--- src/rtl/upx_pkg.sv ---
package upx_pkg;

    parameter int REG_W    = 5;
    parameter int SEQ_W    = 4;
    parameter int MAX_UOPS = 3;

    localparam int CNT_W = $clog2(MAX_UOPS + 1);

    typedef enum logic [1:0] {
        K_ALU   = 2'd0,
        K_LOAD  = 2'd1,
        K_STORE = 2'd2,
        K_JUMP  = 2'd3
    } kind_e;

    typedef enum logic [1:0] {
        C_PLAIN = 2'd0,
        C_RET   = 2'd1,
        C_CALLM = 2'd2,
        C_POP   = 2'd3
    } cls_e;

    typedef struct packed {
        kind_e            kind;
        logic [REG_W-1:0] dst;
        logic [REG_W-1:0] src;
        logic [SEQ_W-1:0] seq;
    } uop_t;

    function automatic uop_t mk_uop(kind_e k, logic [REG_W-1:0] d,
                                    logic [REG_W-1:0] s, logic [SEQ_W-1:0] q);
        uop_t u;
        u.kind = k;
        u.dst  = d;
        u.src  = s;
        u.seq  = q;
        return u;
    endfunction

    // Position of a kind in the fixed issue order of one instruction
    function automatic int unsigned kind_rank(kind_e k);
        case (k)
            K_LOAD:  return 0;
            K_STORE: return 1;
            K_ALU:   return 2;
            default: return 3;
        endcase
    endfunction

endpackage

--- src/rtl/upx_cracker.sv ---
module upx_cracker
    import upx_pkg::*;
#(
    parameter int SP_REG  = 31,
    parameter int TMP_REG = 30
) (
    input  cls_e                        cls,
    input  logic [REG_W-1:0]            dst,
    input  logic [REG_W-1:0]            src,
    input  logic [SEQ_W-1:0]            seq,
    output uop_t [MAX_UOPS-1:0]         uops,
    output logic [CNT_W-1:0]            n_uops
);

    localparam logic [REG_W-1:0] SP  = REG_W'(SP_REG);
    localparam logic [REG_W-1:0] TMP = REG_W'(TMP_REG);
    localparam logic [REG_W-1:0] ZR  = '0;

    always_comb begin
        for (int i = 0; i < MAX_UOPS; i++) begin
            uops[i] = mk_uop(K_ALU, ZR, ZR, seq);
        end
        n_uops = CNT_W'(1);
        case (cls)
            C_PLAIN: begin
                uops[0] = mk_uop(K_ALU, dst, src, seq);
            end
            C_RET: begin
                uops[0] = mk_uop(K_LOAD, TMP, SP,  seq);
                uops[1] = mk_uop(K_ALU,  SP,  SP,  seq);
                uops[2] = mk_uop(K_JUMP, ZR,  TMP, seq);
                n_uops  = CNT_W'(3);
            end
            C_CALLM: begin
                uops[0] = mk_uop(K_LOAD,  TMP, src, seq);
                uops[1] = mk_uop(K_STORE, ZR,  SP,  seq);
                uops[2] = mk_uop(K_ALU,   SP,  SP,  seq);
                n_uops  = CNT_W'(3);
            end
            default: begin
                uops[0] = mk_uop(K_LOAD, dst, SP, seq);
                uops[1] = mk_uop(K_ALU,  SP,  SP, seq);
                n_uops  = CNT_W'(2);
            end
        endcase
    end

endmodule

--- src/rtl/upx_pend_q.sv ---
module upx_pend_q
    import upx_pkg::*;
#(
    parameter int DEPTH = MAX_UOPS - 1
) (
    input  logic                 clk,
    input  logic                 rst,
    input  logic                 flush,
    input  logic                 push,
    input  logic [CNT_W-1:0]     push_n,
    input  uop_t [DEPTH-1:0]     push_data,
    input  logic                 pop,
    output uop_t                 head,
    output logic                 busy
);

    uop_t [DEPTH-1:0]  q;
    logic [CNT_W-1:0]  cnt;

    always_ff @(posedge clk) begin
        if (rst || flush) begin
            cnt <= '0;
            q   <= '0;
        end else if (push) begin
            q   <= push_data;
            cnt <= push_n;
        end else if (pop) begin
            for (int i = 0; i < DEPTH - 1; i++) begin
                q[i] <= q[i+1];
            end
            cnt <= cnt - CNT_W'(1);
        end
    end

    assign head = q[0];
    assign busy = (cnt != '0);

endmodule

--- src/rtl/upx_seq_ctr.sv ---
module upx_seq_ctr
    import upx_pkg::*;
(
    input  logic             clk,
    input  logic             rst,
    input  logic             step,
    output logic [SEQ_W-1:0] seq
);

    always_ff @(posedge clk) begin
        if (rst) begin
            seq <= '0;
        end else if (step) begin
            seq <= seq + SEQ_W'(1);
        end
    end

endmodule

--- src/rtl/upx_expand.sv ---
module upx_expand
    import upx_pkg::*;
#(
    parameter int SP_REG  = 31,
    parameter int TMP_REG = 30
) (
    input  logic             clk,
    input  logic             rst,
    input  logic             flush,
    input  logic             in_valid,
    output logic             in_ready,
    input  logic [1:0]       in_cls,
    input  logic [REG_W-1:0] in_dst,
    input  logic [REG_W-1:0] in_src,
    output logic             out_valid,
    input  logic             out_ready,
    output logic [1:0]       out_kind,
    output logic [REG_W-1:0] out_dst,
    output logic [REG_W-1:0] out_src,
    output logic [SEQ_W-1:0] out_seq
);

    localparam int DEPTH = MAX_UOPS - 1;

    uop_t [MAX_UOPS-1:0] cracked;
    logic [CNT_W-1:0]    n_uops;
    logic [SEQ_W-1:0]    seq_now;
    uop_t                head;
    uop_t                sel;
    logic                pend_busy;
    logic                accept;
    logic                push;
    logic                pop;

    upx_seq_ctr u_seq (
        .clk  (clk),
        .rst  (rst),
        .step (accept),
        .seq  (seq_now)
    );

    upx_cracker #(
        .SP_REG  (SP_REG),
        .TMP_REG (TMP_REG)
    ) u_crack (
        .cls    (cls_e'(in_cls)),
        .dst    (in_dst),
        .src    (in_src),
        .seq    (seq_now),
        .uops   (cracked),
        .n_uops (n_uops)
    );

    upx_pend_q #(
        .DEPTH (DEPTH)
    ) u_pend (
        .clk       (clk),
        .rst       (rst),
        .flush     (flush),
        .push      (push),
        .push_n    (n_uops - CNT_W'(1)),
        .push_data (cracked[MAX_UOPS-1:1]),
        .pop       (pop),
        .head      (head),
        .busy      (pend_busy)
    );

    always_comb begin
        in_ready  = !flush && !pend_busy && out_ready;
        accept    = in_valid && in_ready;
        push      = accept && (n_uops > CNT_W'(1));
        pop       = pend_busy && out_ready && !flush;
        out_valid = !flush && (pend_busy || in_valid);
        sel       = pend_busy ? head : cracked[0];
    end

    assign out_kind = sel.kind;
    assign out_dst  = sel.dst;
    assign out_src  = sel.src;
    assign out_seq  = sel.seq;

endmodule

--- config.mk ---
export PLATFORM = sky130hd
export DESIGN_NAME = upx_expand
export DESIGN_NICKNAME = d
export VERILOG_FILES = /design/src/rtl/upx_pkg.sv /design/src/rtl/upx_cracker.sv /design/src/rtl/upx_pend_q.sv /design/src/rtl/upx_seq_ctr.sv /design/src/rtl/upx_expand.sv
export SDC_FILE = /design/constraint.sdc
export NUM_CORES = 1
export LEC_CHECK = 0
export ABC_CLOCK_PERIOD_IN_PS = 1700
export CAP_MARGIN = 5
export CORE_ASPECT_RATIO = 1.75
export CORE_MARGIN = 3
export CORE_UTILIZATION = 55
export DETAILED_ROUTE_END_ITERATION = 8
export DONT_BUFFER_PORTS = 1
export PLACE_DENSITY = 0.73
export SLEW_MARGIN = 10
export SYNTH_ARGS = -nofsm -noshare
export SYNTH_HDL_FRONTEND = slang
export SYNTH_SLANG_ARGS = --single-unit
--- constraint.sdc ---
create_clock -name clk -period 1.7 [get_ports clk]
set_clock_uncertainty 0.15 [all_clocks]
set_input_delay 0.34 -clock clk [delete_from_list [all_inputs] [get_ports clk]]
set_output_delay 0.34 -clock clk [all_outputs]
set_load 0.01 [all_outputs]
==> impl_metrics.ini <==
[timing]
rsz0062_at_grt = yes
setup_viol = 18
relSlewSlack = 0.565
tightest_slew_ns = 0.653
holdWs_ns = 0.171
fmax_mhz = 539
finalHoldViolCount = 0
drv_slew = 0
tns_ns = -2.08
period_minus_slack_ns = 1.86
post-route-period-util = 1.09
setup_slack_ns = -0.156

[route]
wl_met1_um = 1230
wl_per_cell_um = 16.1
totalWireLength_um = 3190
first_pass_iters = 4
met3_wirelength_um = 136
top_layer = met4
route.detailed.drc = 0
num_vias = 1169
dr.first_iter.drc_count = 33
antenna_left = 0
vias_per_cell = 5.90
routed-wl-met2_um = 1730

[critical_path]
rr_worst_depth = 8
path_class = flop to output pin
max_stage_delay_ns = 0.34
start_kind = flop
path_cells = inv_2, ha_4, buf_6, mux2_4
reg2reg_slack_ns = -0.03
crit_buf_inv = 2
crit_slowest_cell = dfxtp_2
reg2reg_from = u_pend.cnt[0]
cp_data_required_time_ns = 1.21
path_delay_family = flip-flops
rr_endpoint = u_seq.seq[3]
path_max_fanout = 5
arrival_ns = 1.37
end_kind = output pin

[logic_synthesis]
yosysUniqueCellTypes = 39
synth_edf_count = 0
synth_nets = 183
synth_top_family_by_area = simple AND/OR/NAND/NOR gates
syn-cell-area_um2 = 1270
synth-main-ff-cell = dfxtp_1
syn_area_per_cell_um2 = 8.07
syn_inst = 158
synth_top_area_frac = 0.345
yosys-top-cells-area = dfxtp_1 35%, a21oi_1 8.6%, ha_1 7.9%
synth_xor_area_frac = 0.0275
synth_seq_area_share = 0.345
yosys_register_bits = 22
synthMuxAreaShare = 0.0589
async_flop_share = 0
ys_warn_count = 0
synthAdderAreaFrac = 0.0785
yosys.area_share.simple = 0.250
synth_area_leader_cell = dfxtp_1
synth_compound_area_frac = 0.182

[global_route]
grt_pass1_vias = 1171
grt_max_degree = 18
antenna_found_initial = 0
grt_pass1_wl_um = 5110
grt_usage = 0.229
grt_overflow = 0

[floorplanning]
dieArea_um2 = 2950
coreArea_um2 = 2150
fp-row-count = 22
pin_count = 35
fp.dieH_um = 69.7
start_util = 0.594
die_w_um = 42.4

[power]
vdd_drop_max_v = 0.000418
power_density_nw_per_um2 = 613
leakagePower_nw = 0.627

[cells_and_area]
instances_no_fill = 198
fillers = 151
antenna_cells_inserted = 0
finalNetCount = 201
final_layout_size_suffix_gt1_frac = 0.362
syn2layout_area_growth_pct = 30.1

[hold_path]
holdPathStages = 2
whs_endpoint = u_pend.head[2]
holdCritPathClass = input pin to flop
hold_start = out_ready

[clock_tree]
cts_buffer_depth = 2
cts_buffers = 3
clock_sinks = 22
htreeDepth = 1
clockRootBuffer = clkbuf_4
clk_pin_slew_ns = 0.12
clk_latency_ns = 0.31
cts_tree = yes

[outcome]
status = finished with violations
violations = setup timing

[flow_run]
drv_cap = 0

[place]
portBuffers = 0
hpwl_um = 2160
place_ws_ns = -0.0431
gp_congestion = 0.851
placed_cells = 187
## worst max path at each step
stage / startpoint / end / cells past startpoint
after floorplan: in_cls[0] / u_pend.cnt[1] / 6
after global placement: u_pend.cnt[0] / u_seq.seq[3] / 7
after detailed placement: u_pend.cnt[0] / u_seq.seq[3] / 7
after CTS: u_pend.cnt[1] / out_seq[3] / 4
after global routing: u_pend.cnt[0] / out_seq[3] / 4
final: u_pend.cnt[0] / out_seq[3] / 4
## layout make-up
cell class	count	area [µm²]	share of cell area
Inverter	7	28.8	0.0173
Timing Repair Buffer	21	190	0.115
Multi-Input combinational cell	121	945	0.569
Tap cell	24	30.0	0.0181
Clock buffer	3	22.5	0.0136
Sequential cell	22	443	0.267
## cell families (layout without fill, tap and decap cells)
family,Yosys count,in the layout
compound gates,40,40
xor+xnor,4,4
fa+ha+maj,8,8
buf+inv,15,31
flops,22,22
mux,7,7
simple gates,62,62
## metrics by stage
step / utilization / area [µm²] / total power [mW]
floorplan: - / 1290 / 0.677
global placement: 0.638 / 1370 / 0.714
detailed placement: 0.638 / 1370 / 0.717
CTS: 0.744 / 1600 / 0.995
global route: 0.773 / 1660 / 1.06
finish: 0.773 / 1660 / 1.02
## report_power, final
group / switching (mW) / leakage, nW / internal [mW]
clock: 0.155 / 0.0138 / 0.0831
combinational: 0.139 / 0.434 / 0.110
sequential: 0.00711 / 0.179 / 0.523
## cell usage after synthesis (2+ instances only)
cell and count:
a21oi_1 22, dfxtp_1 22, nand2_1 22, nor2_1 18
ha_1 8, inv_1 6, or3_1 6, a211oi_1 5
buf_2 5, mux2_2 4, o21ai_1 4, mux2i_1 3
o21ai_0 3, a31oi_1 2, nor2b_1 2, xnor2_1 2
xor2_1 2
## sequential cells by signal (all words and copies together) (netlist names)
signal	cells
u_pend.head	9
u_pend.q	7
u_pend.cnt	2
u_seq.seq	4
## worst register-to-register path: stages (launching register included)
cell     delay, ns
dfxtp_2       0.34
inv_2         0.06
ha_4          0.18
buf_6         0.14
buf_6         0.11
and4b_2       0.31
nand4_1       0.13
xor2_1        0.16
nor2_1        0.09
## routing by layer
layer | GRT usage | vias up
met5 | 0 | -
met4 | 0.138 | 0
met3 | 0.0468 | 6
met2 | 0.419 | 35
met1 | 0.221 | 550
li1 | - | 578
## layout by cell type (no fill, tap or decap), types with 6 or more instances in the layout
cell type,n
a21oi_1,11
a21oi_4,7
buf_4,13
buf_6,6
dfxtp_1,20
ha_1,7
nand2_1,21
nor2_1,12
or3_1,6
## repair_timing
| action | in CTS | in global routing |
|---|---|---|
| gates resized for setup | 38 | 12 |
| hold endpoints to repair | 4 | 0 |
| endpoints found under the setup margin | 20 | 28 |
| hold buffers | 1 | 0 |
| setup buffers | 6 | 1 |
| pin swaps | 4 | 4 |
(Power assumes the default switching activity.)
